--- src/rtl/gpio_mport_pkg.sv ---
package gpio_mport_pkg;
  localparam int DATA_W        = 16;
  localparam int PINS_PER_PORT = 8;
  localparam int BANK_STRIDE   = 48;
  localparam int OFS_W         = 6;

  localparam logic [OFS_W-1:0] OFS_PADLVL = 6'h04;
  localparam logic [OFS_W-1:0] OFS_DOUT   = 6'h08;
  localparam logic [OFS_W-1:0] OFS_MODE   = 6'h0C;
  localparam logic [OFS_W-1:0] OFS_PULLD  = 6'h10;
  localparam logic [OFS_W-1:0] OFS_EVT    = 6'h14;
  localparam logic [OFS_W-1:0] OFS_IEN    = 6'h18;
  localparam logic [OFS_W-1:0] OFS_FORCE  = 6'h1C;
  localparam logic [OFS_W-1:0] OFS_EDGE   = 6'h20;

  typedef enum logic [1:0] {
    DRV_INPUT = 2'b00,
    DRV_PUSH  = 2'b01,
    DRV_SINK  = 2'b10,
    DRV_SRC   = 2'b11
  } drv_mode_e;
endpackage

--- src/rtl/gpio_mport_sync.sv ---
module gpio_mport_sync #(
  parameter int W = 8
) (
  input  logic         clk,
  input  logic         rst,
  input  logic [W-1:0] async_in,
  output logic [W-1:0] sync_out
);
  logic [W-1:0] stage1_q;
  logic [W-1:0] stage2_q;

  always_ff @(posedge clk) begin
    if (rst) begin
      stage1_q <= '0;
      stage2_q <= '0;
    end else begin
      stage1_q <= async_in;
      stage2_q <= stage1_q;
    end
  end

  assign sync_out = stage2_q;
endmodule

--- src/rtl/gpio_mport_pad.sv ---
module gpio_mport_pad
  import gpio_mport_pkg::*;
(
  input  logic [2*PINS_PER_PORT-1:0] mode,
  input  logic [PINS_PER_PORT-1:0]   dout,
  input  logic [PINS_PER_PORT-1:0]   pull_dis,
  output logic [PINS_PER_PORT-1:0]   pad_out,
  output logic [PINS_PER_PORT-1:0]   pad_oe,
  output logic [PINS_PER_PORT-1:0]   pad_pu
);
  for (genvar i = 0; i < PINS_PER_PORT; i++) begin : g_pin
    drv_mode_e pin_mode;
    assign pin_mode = drv_mode_e'(mode[2*i+1:2*i]);
    always_comb begin
      unique case (pin_mode)
        DRV_PUSH: pad_oe[i] = 1'b1;
        DRV_SINK: pad_oe[i] = ~dout[i];
        DRV_SRC:  pad_oe[i] = dout[i];
        default:  pad_oe[i] = 1'b0;
      endcase
    end
  end

  assign pad_out = dout;
  assign pad_pu  = ~pull_dis;
endmodule

--- src/rtl/gpio_mport_bank.sv ---
module gpio_mport_bank
  import gpio_mport_pkg::*;
(
  input  logic                     clk,
  input  logic                     rst,
  input  logic                     wr_en,
  input  logic [OFS_W-1:0]         offset,
  input  logic [DATA_W-1:0]        wdata,
  input  logic [PINS_PER_PORT-1:0] pin_lvl,
  output logic [DATA_W-1:0]        rd_word,
  output logic [PINS_PER_PORT-1:0] pad_out,
  output logic [PINS_PER_PORT-1:0] pad_oe,
  output logic [PINS_PER_PORT-1:0] pad_pu,
  output logic                     irq
);
  localparam int P = PINS_PER_PORT;

  logic [P-1:0]   dout_q, pulld_q, evt_q, ien_q, force_q, rise_q, prev_q;
  logic [2*P-1:0] mode_q;
  logic [P-1:0]   edge_hit, evt_clr, evt_d;
  logic           irq_q;

  assign edge_hit = (rise_q & pin_lvl & ~prev_q) | (~rise_q & ~pin_lvl & prev_q);
  assign evt_clr  = (wr_en && offset == OFS_EVT) ? wdata[P-1:0] : '0;
  assign evt_d    = (evt_q & ~evt_clr) | edge_hit | force_q;

  always_ff @(posedge clk) begin
    if (rst) begin
      dout_q  <= '0;
      mode_q  <= '0;
      pulld_q <= '0;
      ien_q   <= '0;
      force_q <= '0;
      rise_q  <= '0;
      evt_q   <= '0;
      prev_q  <= '0;
      irq_q   <= 1'b0;
    end else begin
      prev_q <= pin_lvl;
      evt_q  <= evt_d;
      irq_q  <= |(evt_q & ien_q);
      if (wr_en) begin
        unique case (offset)
          OFS_DOUT:  dout_q  <= wdata[P-1:0];
          OFS_MODE:  mode_q  <= wdata;
          OFS_PULLD: pulld_q <= wdata[P-1:0];
          OFS_IEN:   ien_q   <= wdata[P-1:0];
          OFS_FORCE: force_q <= wdata[P-1:0];
          OFS_EDGE:  rise_q  <= wdata[P-1:0];
          default: ;
        endcase
      end
    end
  end

  always_comb begin
    rd_word = '0;
    unique case (offset)
      OFS_PADLVL: rd_word[P-1:0] = pin_lvl;
      OFS_DOUT:   rd_word[P-1:0] = dout_q;
      OFS_MODE:   rd_word        = mode_q;
      OFS_PULLD:  rd_word[P-1:0] = pulld_q;
      OFS_EVT:    rd_word[P-1:0] = evt_q;
      OFS_IEN:    rd_word[P-1:0] = ien_q;
      OFS_FORCE:  rd_word[P-1:0] = force_q;
      OFS_EDGE:   rd_word[P-1:0] = rise_q;
      default:    rd_word        = '0;
    endcase
  end

  gpio_mport_pad pad_i (
    .mode     (mode_q),
    .dout     (dout_q),
    .pull_dis (pulld_q),
    .pad_out  (pad_out),
    .pad_oe   (pad_oe),
    .pad_pu   (pad_pu)
  );

  assign irq = irq_q;
endmodule

--- src/rtl/gpio_mport_ctrl.sv ---
module gpio_mport_ctrl
  import gpio_mport_pkg::*;
#(
  parameter int NUM_PORTS  = 2,
  parameter int VERSION_ID = 3,
  parameter int ADDR_W     = 9
) (
  input  logic                               clk,
  input  logic                               rst,
  input  logic [ADDR_W-1:0]                  bus_addr,
  input  logic                               bus_wr,
  input  logic                               bus_rd,
  input  logic [DATA_W-1:0]                  bus_wdata,
  output logic [DATA_W-1:0]                  bus_rdata,
  input  logic [NUM_PORTS*PINS_PER_PORT-1:0] pad_in,
  output logic [NUM_PORTS*PINS_PER_PORT-1:0] pad_out,
  output logic [NUM_PORTS*PINS_PER_PORT-1:0] pad_oe,
  output logic [NUM_PORTS*PINS_PER_PORT-1:0] pad_pu,
  output logic [NUM_PORTS-1:0]               port_irq,
  output logic                               clk_req,
  output logic                               sync_sel
);
  localparam int NPIN = NUM_PORTS * PINS_PER_PORT;
  localparam int P    = PINS_PER_PORT;

  logic [NPIN-1:0]   pin_lvl;
  logic [DATA_W-1:0] port_rd [NUM_PORTS];
  logic [DATA_W-1:0] rd_mux, ctrl_word;
  logic [1:0]        ctrl_q;
  logic              ctrl_hit;

  assign ctrl_hit  = (bus_addr == '0);
  assign ctrl_word = {7'(NUM_PORTS), 7'(VERSION_ID), ctrl_q};

  always_ff @(posedge clk) begin
    if (rst)                    ctrl_q <= '0;
    else if (bus_wr && ctrl_hit) ctrl_q <= bus_wdata[1:0];
  end
  assign clk_req  = ctrl_q[0];
  assign sync_sel = ctrl_q[1];

  gpio_mport_sync #(.W(NPIN)) sync_i (
    .clk      (clk),
    .rst      (rst),
    .async_in (pad_in),
    .sync_out (pin_lvl)
  );

  for (genvar p = 0; p < NUM_PORTS; p++) begin : g_port
    localparam int BASE = p * BANK_STRIDE;
    logic [ADDR_W-1:0] rel;
    logic              hit;
    logic [DATA_W-1:0] bank_rd;

    assign rel = bus_addr - ADDR_W'(BASE);
    assign hit = (bus_addr >= ADDR_W'(BASE)) && (rel < ADDR_W'(BANK_STRIDE));

    gpio_mport_bank bank_i (
      .clk     (clk),
      .rst     (rst),
      .wr_en   (bus_wr && hit),
      .offset  (rel[OFS_W-1:0]),
      .wdata   (bus_wdata),
      .pin_lvl (pin_lvl[p*P +: P]),
      .rd_word (bank_rd),
      .pad_out (pad_out[p*P +: P]),
      .pad_oe  (pad_oe[p*P +: P]),
      .pad_pu  (pad_pu[p*P +: P]),
      .irq     (port_irq[p])
    );

    assign port_rd[p] = hit ? bank_rd : '0;
  end

  always_comb begin
    rd_mux = ctrl_hit ? ctrl_word : '0;
    for (int p = 0; p < NUM_PORTS; p++) rd_mux = rd_mux | port_rd[p];
  end

  always_ff @(posedge clk) begin
    if (rst)         bus_rdata <= '0;
    else if (bus_rd) bus_rdata <= rd_mux;
    else             bus_rdata <= '0;
  end
endmodule

--- config.mk ---
export PLATFORM = sky130hd
export DESIGN_NAME = gpio_mport_ctrl
export DESIGN_NICKNAME = d
export VERILOG_FILES = /design/src/rtl/gpio_mport_pkg.sv /design/src/rtl/gpio_mport_sync.sv /design/src/rtl/gpio_mport_pad.sv /design/src/rtl/gpio_mport_bank.sv /design/src/rtl/gpio_mport_ctrl.sv
export SDC_FILE = /design/constraint.sdc
export NUM_CORES = 1
export LEC_CHECK = 0
export CAP_MARGIN = 25
export CELL_PAD_IN_SITES_DETAIL_PLACEMENT = 0
export CELL_PAD_IN_SITES_GLOBAL_PLACEMENT = 2
export CORE_ASPECT_RATIO = 1.25
export CORE_UTILIZATION = 35
export DETAILED_ROUTE_END_ITERATION = 12
export DONT_BUFFER_PORTS = 1
export PLACE_DENSITY_LB_ADDON = 0.25
export SLEW_MARGIN = 0
export SYNTH_ARGS = -nofsm -noshare
export SYNTH_HDL_FRONTEND = slang
export SYNTH_SLANG_ARGS = --single-unit
--- constraint.sdc ---
create_clock -name clk -period 1.9 [get_ports clk]
set_input_delay 0.095 -clock clk [delete_from_list [all_inputs] [get_ports clk]]
set_output_delay 0.095 -clock clk [all_outputs]
set_load 0.02 [all_outputs]
==> run summary <==
synth warn -> 0
post-route cell area -> 10730 um^2
All-Layer GR Usage -> 24.45%
leakage -> 4.289 nW
fin crit period -> 1818 ps
drt total wl -> 29720 um
Starting Density -> 35.70%
first-pass GRT wire length -> 44740 um
Worst-path clk slew -> 90 ps
clock tree from TritonCTS -> yes
outcome -> finished clean
CTS Sinks -> 196
area leader, netlist -> dfxtp_1
maximum VDD drop -> 526.5 uV
number of flip-flops in the largest register -> 32
Hold EP -> ctrl_q[1]
Hold Slack -> 27.59 ps
arrival time at the worst endpoint -> 2150 ps
met3 wire length -> 1987 um
non-filler cells in the finished layout -> 1412
RSZ-0062 raised after global routing -> false
ys flop type -> dfxtp_1
startpoint types -> input pin
synth top area cells -> dfxtp_1 (46%), mux2i_1 (7.1%), nand2_1 (5.7%)
syn avg cell area -> 8.808 um^2
Slowest-stage cell, CP -> dlygate4sd3_1
Tot Pwr -> 0.008305 W
switching part of the total power -> 25.77%
Area Overhead vs Synth -> 26.20%
endpoints failing setup -> 0
Crit Path Class -> in2reg
Hold Fails Final Rpt -> 0
Total Nets Final -> 1124
Max Fclk -> 550.1 MHz
Seq cells post-synth -> 196
Post-Syn Area -> 8499 um^2
nature of the critical path endpoint -> flop
initial antenna violation count -> 0
vias in the first global route -> 7107
r2r worst-path depth -> 6
die width -> 141.4 um
Hold Crit Depth -> 4
Routed met1 length -> 12950 um
Ports -> 113
placed cells -> 1272
1st-iter DRT viols -> 583
worst stage delay on the critical path -> 560 ps
Pre-Repair DR Iteration Count -> 5
Post-synth EDFFs -> 0
Yosys top cell area share -> 46.17%
# port buffers -> 0
DRC -> 0
Std-Cell Rows -> 63
setup_tns -> 0 ps
synthesized instance count -> 965
asr flop ratio synth -> 0%
Slew Limit Headroom -> 41.89%
most repeated cell in the gate-level netlist after synthesis -> dfxtp_1
Seq pwr share -> 50.5%
ANT nets after route -> 0
global route overflow -> 0
Placed Area -> 9001 um^2
Worst-Skew Late Latency -> 450 ps
post-DP HPWL -> 19550 um
DR vias -> 7483
register area share after synthesis -> 46.17%
GP Congestion -> 0.8537
pwr/cell area -> 774.3 nW/um^2
share of cells above drive strength 1 -> 10.49%
R2R Setup Slk -> 150 ps
Seq. cell area -> 3924 um^2
clock skew -> 13.14 ps
count of different cell masters after synthesis -> 61
Max Cap Viol -> 0
TritonCTS buffer count -> 17
wire per inst -> 21.05 um
P_sw -> 0.002140 W
CP required -> 2230 ps
via-per-instance ratio -> 5.300
crit path buf inv count -> 3
P_int -> 0.006165 W
hold path startpoint -> bus_addr[7]
area of the die -> 24910 um^2
Worst R2R Start -> sync_i.sync_out[2]
synth cell count leaders -> dfxtp_1 (196), nand2_1 (129), nor2_1 (100), a21oi_1 (80), mux2i_1 (60)
WL met2 -> 14150 um
Worst Tran Pin Value -> 868.7 ps
top sig layer -> met4
Clk network pwr share -> 44.4%
combinational share of power -> 5.0%
clock buffer depth -> 2
htree depth -> 4
post-synth net total -> 1015
max-slew violation count -> 0
delay-heaviest family, CP -> simple AND/OR/NAND/NOR gates
critical path cell sequence -> inv_1 -> ha_2 -> or3b_4 -> nor3_4 -> buf_4 -> nand2_2 -> nand2_1 -> a21oi_1 -> dlygate4sd3_1
number of fillers in the final layout -> 2385
Most flops, register -> g_port.bank_i.mode_q
root buffer cell -> clkbuf_16
Tcrit/Tclk final -> 95.68%
CP max FO -> 10
ant diodes -> 0
HP Class -> in2reg
Multi-input gate area -> 4220 um^2
largest net degree at the start of global routing -> 97
Core ar. -> 23810 um^2
r2r endpoint -> g_port[0].bank_i.evt_q[2]
die height -> 176.2 um
[power by group through the flow]
stage	combinational [W]	sequential (W)	clock, W
floorplan	0.000268	0.00428	0
global placement	0.000217	0.00429	0
detailed placement	0.000216	0.00429	0
CTS	0.000406	0.00420	0.00377
global route	0.000449	0.00420	0.00397
finish	0.000419	0.00420	0.00369
[layout make-up]
| type | count | area share (%) |
|---|---|---|
| tap | 325 | 3.791 |
| inverter | 29 | 1.015 |
| sequential | 196 | 36.58 |
| clock buffer | 18 | 4.094 |
| timing repair buffer | 150 | 13.67 |
| clock inverter | 14 | 1.505 |
| multi-input combinational | 680 | 39.34 |
[kinds of logic after synthesis]
group / count (synthesis) / share of synthesized area (%)
compound gates: 197 / 15.07
xor+xnor: 18 / 1.943
fa+ha+maj: 5 / 0.7361
buf+inv: 89 / 4.608
flops: 196 / 46.17
mux: 65 / 8.126
simple gates: 395 / 23.35
[through the flow]
step | util (%) | setup slack (ps)
2_1_floorplan | - | 83.28
3_3_place_gp | 37.81 | -15.87
3_5_place_dp | 37.81 | -18.59
4_1_cts | 44.74 | 16.45
5_1_grt | 45.06 | 1.944
6_report | 45.06 | 82.00
[how the worst max path moves through the flow]
stage / from / to / slack [ps] / depth (start not counted)
3_3_place_gp: bus_addr[4] / g_port[1].bank_i.pulld_q[5] / -20 / 6
5_1_grt: bus_addr[5] / g_port[0].bank_i.dout_q[5] / 2 / 10
4_1_cts: bus_addr[4] / g_port[1].bank_i.force_q[3] / 20 / 10
3_5_place_dp: bus_addr[4] / g_port[1].bank_i.pulld_q[5] / -20 / 6
6_report: bus_addr[5] / g_port[0].bank_i.pulld_q[4] / 80 / 9
2_1_floorplan: bus_addr[4] / g_port[1].bank_i.pulld_q[0] / 80 / 9
[placed cells by master (no fill, tap or decap), drive strengths merged, types with 4 or more instances in the layout]
| cell type | Yosys | final |
|---|---|---|
| dfxtp | 196 | 196 |
| nand2 | 131 | 131 |
| nor2 | 104 | 104 |
| dlygate4sd3 | 0 | 103 |
| a21oi | 80 | 80 |
| mux2i | 60 | 60 |
| nand3 | 58 | 58 |
| nor2b | 49 | 49 |
| buf | 27 | 47 |
| inv | 29 | 37 |
| a22oi | 35 | 35 |
| o21ai | 22 | 22 |
| nand2b | 19 | 19 |
| xnor2 | 18 | 18 |
| clkbuf | 33 | 18 |
| a211oi | 17 | 17 |
| nor3 | 9 | 9 |
| a222oi | 8 | 8 |
| nand4 | 7 | 7 |
| a31oi | 6 | 6 |
| a221oi | 5 | 5 |
| clkinv | 0 | 5 |
| ha | 5 | 5 |
| a21o | 4 | 4 |
[what timing repair did]
action / in CTS / in global routing
hold buffers: 103 / 1
setup buffers: 0 / 4
gates resized for setup: 0 / 8
setup endpoints to repair: 0 / 26
hold endpoints to repair: 181 / 13
[routing by layer]
metal  up-vias  GRT usage [%]
met5         -              0
met4         0          7.796
met3        42          5.235
met2       252          40.90
met1      3622          31.31
li1       3567              -
[worst reg2reg max path, delay by kind of cell, from the launching register on]
| family | cells | cell delay [ps] |
|---|---|---|
| buffers and inverters | 1 | 540 |
| DFF | 1 | 460 |
| AOI/OAI and AO/OA | 2 | 440 |
| and+or+nand+nor | 3 | 200 |
Note: power is estimated with default switching activity, not from simulation.
